$ cat src/rtl/lrs_pkg.sv
`timescale 1ns/1ps
package lrs_pkg;
  typedef enum logic [3:0] {
    S_IDLE, S_ENA, S_CHECK, S_RXRD, S_ORD1, S_OWR1, S_HOLD, S_ORD2, S_OWR2, S_WAIT
  } seq_st_t;

  localparam logic [15:0] RXSTAT_ADDR  = 16'h100D;
  localparam logic [15:0] OVRD_ADDR    = 16'h1005;
  localparam logic [15:0] OVRD_MASK    = 16'h0028; // data enable bit 5, PLL enable bit 3
  localparam logic [5:0]  RCVRLOCK_ST  = 6'h0D;
  localparam int          LINKUP_BIT   = 4;
  localparam int          TRAINING_BIT = 29;
  localparam int          STATE_BITS   = 6;
  localparam int          SPEED_BITS   = 4;
endpackage

$ cat src/rtl/lrs_timer.sv
`timescale 1ns/1ps
module lrs_timer #(
  parameter int TW = 8
) (
  input  logic          clk,
  input  logic          rst,
  input  logic          load,
  input  logic [TW-1:0] len,
  output logic          expired
);
  logic [TW-1:0] cnt;
  logic          run;

  always_ff @(posedge clk) begin
    if (rst) begin
      cnt     <= '0;
      run     <= 1'b0;
      expired <= 1'b0;
    end else begin
      expired <= 1'b0;
      if (load) begin
        cnt <= len;
        run <= 1'b1;
      end else if (run) begin
        if (cnt <= TW'(1)) begin
          run     <= 1'b0;
          expired <= 1'b1;
        end else begin
          cnt <= cnt - TW'(1);
        end
      end
    end
  end

  AST_TMR_LOAD_IDLE: assert property (@(posedge clk) disable iff (rst)
    load |-> !run);
endmodule

$ cat src/rtl/lrs_phy_if.sv
`timescale 1ns/1ps
module lrs_phy_if #(
  parameter int AW = 16,
  parameter int DW = 16
) (
  input  logic          clk,
  input  logic          rst,
  input  logic          go,
  input  logic          op_we,
  input  logic [AW-1:0] op_addr,
  input  logic [DW-1:0] op_wdata,
  output logic          xfer_done,
  output logic          xfer_err,
  output logic [DW-1:0] xfer_rdata,
  output logic          phy_req,
  output logic          phy_we,
  output logic [AW-1:0] phy_addr,
  output logic [DW-1:0] phy_wdata,
  input  logic [DW-1:0] phy_rdata,
  input  logic          phy_ack,
  input  logic          phy_err
);
  always_ff @(posedge clk) begin
    if (rst) begin
      phy_req    <= 1'b0;
      phy_we     <= 1'b0;
      phy_addr   <= '0;
      phy_wdata  <= '0;
      xfer_done  <= 1'b0;
      xfer_err   <= 1'b0;
      xfer_rdata <= '0;
    end else begin
      xfer_done <= 1'b0;
      if (!phy_req) begin
        if (go) begin
          phy_req   <= 1'b1;
          phy_we    <= op_we;
          phy_addr  <= op_addr;
          phy_wdata <= op_wdata;
        end
      end else if (phy_ack || phy_err) begin
        phy_req    <= 1'b0;
        xfer_done  <= 1'b1;
        xfer_err   <= phy_err;
        xfer_rdata <= phy_rdata;
      end
    end
  end

  AST_REQ_HELD: assert property (@(posedge clk) disable iff (rst)
    (phy_req && !phy_ack && !phy_err) |=>
      (phy_req && $stable(phy_addr) && $stable(phy_we) && $stable(phy_wdata)));
  AST_GO_WHEN_FREE: assert property (@(posedge clk) disable iff (rst)
    go |-> !phy_req);
endmodule

$ cat src/rtl/link_recover_seq.sv
`timescale 1ns/1ps
module link_recover_seq #(
  parameter int CYC_PER_US = 125,
  parameter int POLL_US    = 10,
  parameter int RECOV_US   = 3000,
  parameter int MAX_POLLS  = 2000,
  parameter int WORD_W     = 32,
  parameter int PHY_AW     = 16,
  parameter int PHY_DW     = 16
) (
  input  logic              clk,
  input  logic              rst,
  input  logic              start,
  input  logic [WORD_W-1:0] cap_in,
  input  logic [WORD_W-1:0] state_word,
  input  logic [WORD_W-1:0] link_word,
  input  logic [PHY_DW-1:0] phy_rdata,
  input  logic              phy_ack,
  input  logic              phy_err,
  output logic              cap_we,
  output logic [WORD_W-1:0] cap_wdata,
  output logic              ltssm_en,
  output logic              phy_req,
  output logic              phy_we,
  output logic [PHY_AW-1:0] phy_addr,
  output logic [PHY_DW-1:0] phy_wdata,
  output logic              busy,
  output logic              done,
  output logic              timed_out
);
  import lrs_pkg::*;

  localparam int POLL_CYC  = POLL_US * CYC_PER_US;
  localparam int RECOV_CYC = RECOV_US * CYC_PER_US;
  localparam int LONGEST   = (POLL_CYC > RECOV_CYC) ? POLL_CYC : RECOV_CYC;
  localparam int TW        = $clog2(LONGEST + 1);
  localparam int PW        = $clog2(MAX_POLLS + 1);
  localparam logic [PHY_AW-1:0] A_RX   = PHY_AW'(RXSTAT_ADDR);
  localparam logic [PHY_AW-1:0] A_OVRD = PHY_AW'(OVRD_ADDR);
  localparam logic [PHY_DW-1:0] M_OVRD = PHY_DW'(OVRD_MASK);

  seq_st_t           st;
  logic [PW-1:0]     poll_cnt;
  logic [PHY_DW-1:0] ovrd_val;
  logic              go, op_we;
  logic [PHY_AW-1:0] op_addr;
  logic [PHY_DW-1:0] op_wdata;
  logic              xfer_done, xfer_err;
  logic [PHY_DW-1:0] xfer_rdata;
  logic              tmr_load, tmr_exp;
  logic [TW-1:0]     tmr_len;
  logic              link_up, stalled;

  assign link_up = link_word[LINKUP_BIT] && !link_word[TRAINING_BIT];
  assign stalled = (state_word[STATE_BITS-1:0] == RCVRLOCK_ST);

  logic unused_bits;
  assign unused_bits = ^{cap_in[SPEED_BITS-1:0], state_word[WORD_W-1:STATE_BITS]};

  lrs_phy_if #(.AW(PHY_AW), .DW(PHY_DW)) u_phy (
    .clk(clk), .rst(rst), .go(go), .op_we(op_we), .op_addr(op_addr),
    .op_wdata(op_wdata), .xfer_done(xfer_done), .xfer_err(xfer_err),
    .xfer_rdata(xfer_rdata), .phy_req(phy_req), .phy_we(phy_we),
    .phy_addr(phy_addr), .phy_wdata(phy_wdata), .phy_rdata(phy_rdata),
    .phy_ack(phy_ack), .phy_err(phy_err)
  );

  lrs_timer #(.TW(TW)) u_tmr (
    .clk(clk), .rst(rst), .load(tmr_load), .len(tmr_len), .expired(tmr_exp)
  );

  always_ff @(posedge clk) begin
    if (rst) begin
      st        <= S_IDLE;
      poll_cnt  <= '0;
      ovrd_val  <= '0;
      go        <= 1'b0;
      op_we     <= 1'b0;
      op_addr   <= '0;
      op_wdata  <= '0;
      tmr_load  <= 1'b0;
      tmr_len   <= '0;
      cap_we    <= 1'b0;
      cap_wdata <= '0;
      ltssm_en  <= 1'b0;
      busy      <= 1'b0;
      done      <= 1'b0;
      timed_out <= 1'b0;
    end else begin
      done     <= 1'b0;
      cap_we   <= 1'b0;
      go       <= 1'b0;
      tmr_load <= 1'b0;
      case (st)
        S_IDLE: if (start) begin
          busy      <= 1'b1;
          timed_out <= 1'b0;
          ltssm_en  <= 1'b0;
          cap_we    <= 1'b1;
          cap_wdata <= {cap_in[WORD_W-1:SPEED_BITS], SPEED_BITS'(1)};
          poll_cnt  <= '0;
          st        <= S_ENA;
        end
        S_ENA: begin
          ltssm_en <= 1'b1;
          st       <= S_CHECK;
        end
        S_CHECK: if (link_up) begin
          done <= 1'b1;
          busy <= 1'b0;
          st   <= S_IDLE;
        end else begin
          go      <= 1'b1;
          op_we   <= 1'b0;
          op_addr <= A_RX;
          st      <= S_RXRD;
        end
        S_RXRD: if (xfer_done) begin
          if (!xfer_err && !xfer_rdata[0] && stalled) begin
            go      <= 1'b1;
            op_we   <= 1'b0;
            op_addr <= A_OVRD;
            st      <= S_ORD1;
          end else begin
            tmr_load <= 1'b1;
            tmr_len  <= TW'(POLL_CYC);
            st       <= S_WAIT;
          end
        end
        S_ORD1: if (xfer_done) begin
          if (xfer_err) begin
            tmr_load <= 1'b1;
            tmr_len  <= TW'(POLL_CYC);
            st       <= S_WAIT;
          end else begin
            ovrd_val <= xfer_rdata | M_OVRD;
            go       <= 1'b1;
            op_we    <= 1'b1;
            op_addr  <= A_OVRD;
            op_wdata <= xfer_rdata | M_OVRD;
            st       <= S_OWR1;
          end
        end
        S_OWR1: if (xfer_done) begin
          tmr_load <= 1'b1;
          tmr_len  <= TW'(RECOV_CYC);
          st       <= S_HOLD;
        end
        S_HOLD: if (tmr_exp) begin
          go      <= 1'b1;
          op_we   <= 1'b0;
          op_addr <= A_OVRD;
          st      <= S_ORD2;
        end
        S_ORD2: if (xfer_done) begin
          go       <= 1'b1;
          op_we    <= 1'b1;
          op_addr  <= A_OVRD;
          op_wdata <= (xfer_err ? ovrd_val : xfer_rdata) & ~M_OVRD;
          st       <= S_OWR2;
        end
        S_OWR2: if (xfer_done) begin
          tmr_load <= 1'b1;
          tmr_len  <= TW'(POLL_CYC);
          st       <= S_WAIT;
        end
        S_WAIT: if (tmr_exp) begin
          if (poll_cnt == PW'(MAX_POLLS - 1)) begin
            timed_out <= 1'b1;
            busy      <= 1'b0;
            st        <= S_IDLE;
          end else begin
            poll_cnt <= poll_cnt + PW'(1);
            st       <= S_CHECK;
          end
        end
        default: st <= S_IDLE;
      endcase
    end
  end

  AST_IDLE_NO_REQ: assert property (@(posedge clk) disable iff (rst)
    !busy |-> !phy_req);
  AST_DONE_ENDS_RUN: assert property (@(posedge clk) disable iff (rst)
    done |-> (!busy && !timed_out));
  AST_CAP_BEFORE_EN: assert property (@(posedge clk) disable iff (rst)
    $rose(ltssm_en) |-> $past(cap_we));
  AST_POLL_BOUND: assert property (@(posedge clk) disable iff (rst)
    poll_cnt < PW'(MAX_POLLS));
  AST_WRITE_TARGET: assert property (@(posedge clk) disable iff (rst)
    (phy_req && phy_we) |-> (phy_addr == A_OVRD));
endmodule

$ cat config.mk
export PLATFORM = sky130hd
export DESIGN_NAME = link_recover_seq
export DESIGN_NICKNAME = d
export VERILOG_FILES = /design/src/rtl/lrs_pkg.sv /design/src/rtl/lrs_timer.sv /design/src/rtl/lrs_phy_if.sv /design/src/rtl/link_recover_seq.sv
export SDC_FILE = /design/constraint.sdc
export NUM_CORES = 1
export LEC_CHECK = 0
export BUFFER_PORTS_ARGS = -buffer_cell sky130_fd_sc_hd__buf_2
export CAP_MARGIN = 30
export CORE_ASPECT_RATIO = 1.4
export CORE_UTILIZATION = 45
export CTS_CLUSTER_DIAMETER = 200
export CTS_CLUSTER_SIZE = 12
export DETAILED_ROUTE_END_ITERATION = 16
export PLACE_DENSITY_LB_ADDON = 0.15
export REMOVE_ABC_BUFFERS = 1
export SLEW_MARGIN = 5
export SYNTH_ARGS = -nofsm -noshare
export SYNTH_HDL_FRONTEND = slang
export SYNTH_SLANG_ARGS = --single-unit
$ cat constraint.sdc
create_clock -name clk -period 2.2 [get_ports clk]
set_input_delay 0 -clock clk [delete_from_list [all_inputs] [get_ports clk]]
set_output_delay 0 -clock clk [all_outputs]
set_load 0.005 [all_outputs]
==> metrics.txt <==
Max Cap Violations=0; area share of the largest cell type after synthesis=46.76%; largest net degree at the start of global routing=45; FP Rows=slightly below 50; hold endpoint=op_addr[3]$_SDFFE_PP0P_; CP Max Fanout=5; CTS sink cnt=142; Max Freq=0.4700 GHz; top post-synthesis cells by area=dfxtp_1 47%, nand2_1 6.6%, a21oi_1 5.5%; Hold Vio Cnt, Final=0; top cell type by total area after synthesis=dfxtp_1; Pwr Density=between 900 and 1000 nW/µm²; complex-gate fraction of the synthesized area=18.38%; clock tree buffer depth=2; fillers=roughly 1,200; FF+latch count, synth=about 140; vias per cell=~5.4; routability congestion estimate from global placement=0.8460; Crit path arrival time=around 2.5 ns; Tcrit/Tclk final=96.71%; clock skew=0.01489 ns; DP HPWL=10,690 µm; Crit path largest cell delay=0.55 ns; # H-tree levels=4; Die Wd=100.2 µm; post-synthesis sequential area ratio=46.76%; placed inst area=6850 µm²; count leader, synth=dfxtp_1; synth warn=0; Routed WL=~16,000 µm; post-synthesis mux area share=under 10%; TritonCTS clock tree=done; reg2reg start=u_tmr.cnt[11]$_SDFFE_PP0P_; worst min-delay path category=in -> reg; Hold Path Origin=link_word[4]; final setup TNS=0 ns; Adder-Cell Fraction of Synth Area=0.6174%; CTS Buf Count=17; CTS clk-pin slew, worst paths=0.07 ns; synthesized area per cell=8.710 µm²; DRT antenna net count=0; first-pass GRT wire length=about 26,000 µm; Initial Util=between 40% and 50%; DRC viols=0; depth of the most critical reg-to-reg path=6; Die Span Y=139.5 µm; clock root cell=clkbuf_16; top_reg_cell synth=dfxtp_1; status=finished, final reports clean; Initial DRT Pass Iterations=5; CP endpoint kind=flop; antenna cells=0; Mapped Area=slightly above 6000 µm²; crit-path cells=or4_4 > a2111o_1 > buf_4 > o21bai_1 > xor2_1 > nor2_1; critical path required time=2.52 ns; XOR/XNOR share of the synthesized area=2.017%; drt wl/cell=15.15 µm; min Tclk post-route=about 2.1 ns; Lkg Pwr=around 3.5 nW; Core Area=13,000 µm²; Worst setup SP type=flop; Hold Crit Depth=4; layout cell share with drive strength beyond 1=22.39%; Final #Nets=978; io pins=188; Skew-Pair Late Insertion Delay=0.42 ns; most frequent cells after synthesis=142 x dfxtp_1, 107 x nand2_1, 67 x a21oi_1; vias in the first global route=approximately 5,500; # port buffers=110; synthesized instance count=698; Vias=about 5,600; Async S/R FF share, synth=0%; Area growth syn-to-layout=31.45%; Setup CP Type=reg -> reg; Die Footprint=roughly 14,000 µm²; GRT Total Usage=23.73%; worst-margin pin slew=0.6015 ns; Slew HR=59.74%; Design Area, Final=7991 µm²; main combinational cell family by area after synthesis=simple AND/OR/NAND/NOR gates; r2r setup slk=0.07 ns; slowest cell on the critical path=or4_4; Detailed Route Iter0 Violations=roughly 240; RSZ-0062 raised after global routing=yes; # setup viols final=0; initial antenna violation count=0; EDFF count, synth=0; grt ovf=0; R2R Path End=u_tmr.cnt[9]$_SDFFE_PP0P_; post-synth cell types=70; Max Slew Vio Count=0; Simple-Gate Fraction of Synth Area=20.91%; worst vdd ir=around 0.00061 V
## critical path, delay by kind of cell, from the launching register on
| family | cells | cell delay, ns |
|---|---|---|
| buffers and inverters | 1 | 0.20 |
| and+or+nand+nor | 2 | 0.60 |
| xor gates and xnor gates | 1 | 0.20 |
| AOI/OAI and AO/OA | 2 | 0.71 |
| DFF | 1 | 0.34 |
## sequential cells by signal, summed over array words and instances (netlist names), 2 cells and up
| register | flops |
|---|---|
| cap_wdata | 29 |
| op_addr | 2 |
| op_wdata | 15 |
| ovrd_val | 14 |
| poll_cnt | 11 |
| st | 4 |
| tmr_len | 3 |
| u_phy.phy_addr | 2 |
| u_phy.phy_wdata | 15 |
| u_phy.xfer_rdata | 14 |
| u_tmr.cnt | 19 |
## routing by layer
metal / vias to the layer above / global-route usage (%) / share of wire, % / routed length, µm
met5: - / 0 / 0 / 0
met4: 0 / 11.59 / 2.7 / 437
met3: 39 / 5.374 / 3.8 / 611
met2: 146 / 42.39 / 53 / 8389
met1: 2685 / 25.99 / 41 / 6453
li1: 2750 / - / - / -
## how the worst max path moves through the flow
stage | from | endpoint | slack (ns)
2_1_floorplan | st[0]$_SDFFE_PP0P_ | op_wdata[5]$_SDFFE_PP0P_ | -1.47
3_3_place_gp | u_tmr.cnt[11]$_SDFFE_PP0P_ | u_tmr.cnt[3]$_SDFFE_PP0P_ | 0.1
3_5_place_dp | u_tmr.cnt[11]$_SDFFE_PP0P_ | u_tmr.cnt[17]$_SDFFE_PP0P_ | 0.07
4_1_cts | u_tmr.cnt[11]$_SDFFE_PP0P_ | u_tmr.cnt[17]$_SDFFE_PP0P_ | 0.07
5_1_grt | u_tmr.cnt[11]$_SDFFE_PP0P_ | u_tmr.cnt[18]$_SDFFE_PP0P_ | -0.0009
6_report | u_tmr.cnt[11]$_SDFFE_PP0P_ | u_tmr.cnt[9]$_SDFFE_PP0P_ | 0.07
## power by group
part	total, mW	internal, mW	switching, mW	leakage, nW
Clock	3.09	1.85	1.24	0.315
Sequential	2.96	2.80	0.157	1.15
Combinational	1.58	0.653	0.931	2.03
## stage by stage
stage          std cells  worst slack, ns  utilization [%]  power, mW  hold slack (ns)
2_1_floorplan        649           -1.470                -      3.852          0.06907
3_3_place_gp         969          0.09748            52.71      4.469           0.2101
3_5_place_dp         969          0.06997            52.71      4.506           0.2146
4_1_cts             1049          0.06727            61.29      7.681          0.08426
5_1_grt             1049       -0.0009019            61.48      8.005           0.1230
6_report            1049          0.07237            61.48      7.631          0.09775
## logic make-up (layout without fill, tap and decap cells)
group                      after synthesis  after routing
DFF                                    142            142
xor gates and xnor gates                14             14
muxes                                   32             32
buffers and inverters                   72            231
AOI/OAI and AO/OA                      167            167
other                                    1             15
and+or+nand+nor                        267            267
adders and majority gates                3              3
## cells in the final DEF (no fill, tap or decap), drive strengths merged, types with 3 or more instances in the layout
| cell | instances |
|---|---|
| nand3 | 19 |
| bufinv | 3 |
| a21oi | 67 |
| mux2i | 30 |
| nor2 | 64 |
| a211oi | 15 |
| dfxtp | 142 |
| nand2 | 107 |
| xor2 | 8 |
| and3 | 5 |
| dlygate4sd3 | 48 |
| o21a | 11 |
| a221oi | 3 |
| a21o | 5 |
| a22o | 15 |
| buf | 142 |
| nor2b | 6 |
| conb | 15 |
| inv | 20 |
| nand2b | 6 |
| or4 | 6 |
| o21ai | 17 |
| clkbuf | 17 |
| nand3b | 3 |
| o211ai | 5 |
| xnor2 | 6 |
| nor3b | 4 |
| and2 | 4 |
| nor4 | 8 |
| nand4 | 8 |
| o31ai | 5 |
| nor3 | 7 |
| ha | 3 |
| or2 | 5 |
| or3 | 8 |
| a31oi | 3 |
| o31a | 4 |
## final cells by class
class / count / area (µm²) / area share, %
multi-input combinational: 498 / 2965 / 37.11
inverter: 9 / 33.78 / 0.4227
clock inverter: 15 / 210.2 / 2.630
timing repair buffer: 190 / 1290 / 16.14
tap: 178 / 222.7 / 2.787
clock buffer: 17 / 425.4 / 5.323
sequential: 142 / 2844 / 35.59
## timing repair
| item | CTS | global route |
|---|---|---|
| setup buffers | 0 | 0 |
| gates resized for setup | 0 | 5 |
| endpoints found under the hold margin | 48 | 0 |
| setup endpoints to repair | 0 | 6 |
| hold buffers | 48 | 0 |
(Power assumes the default switching activity.)
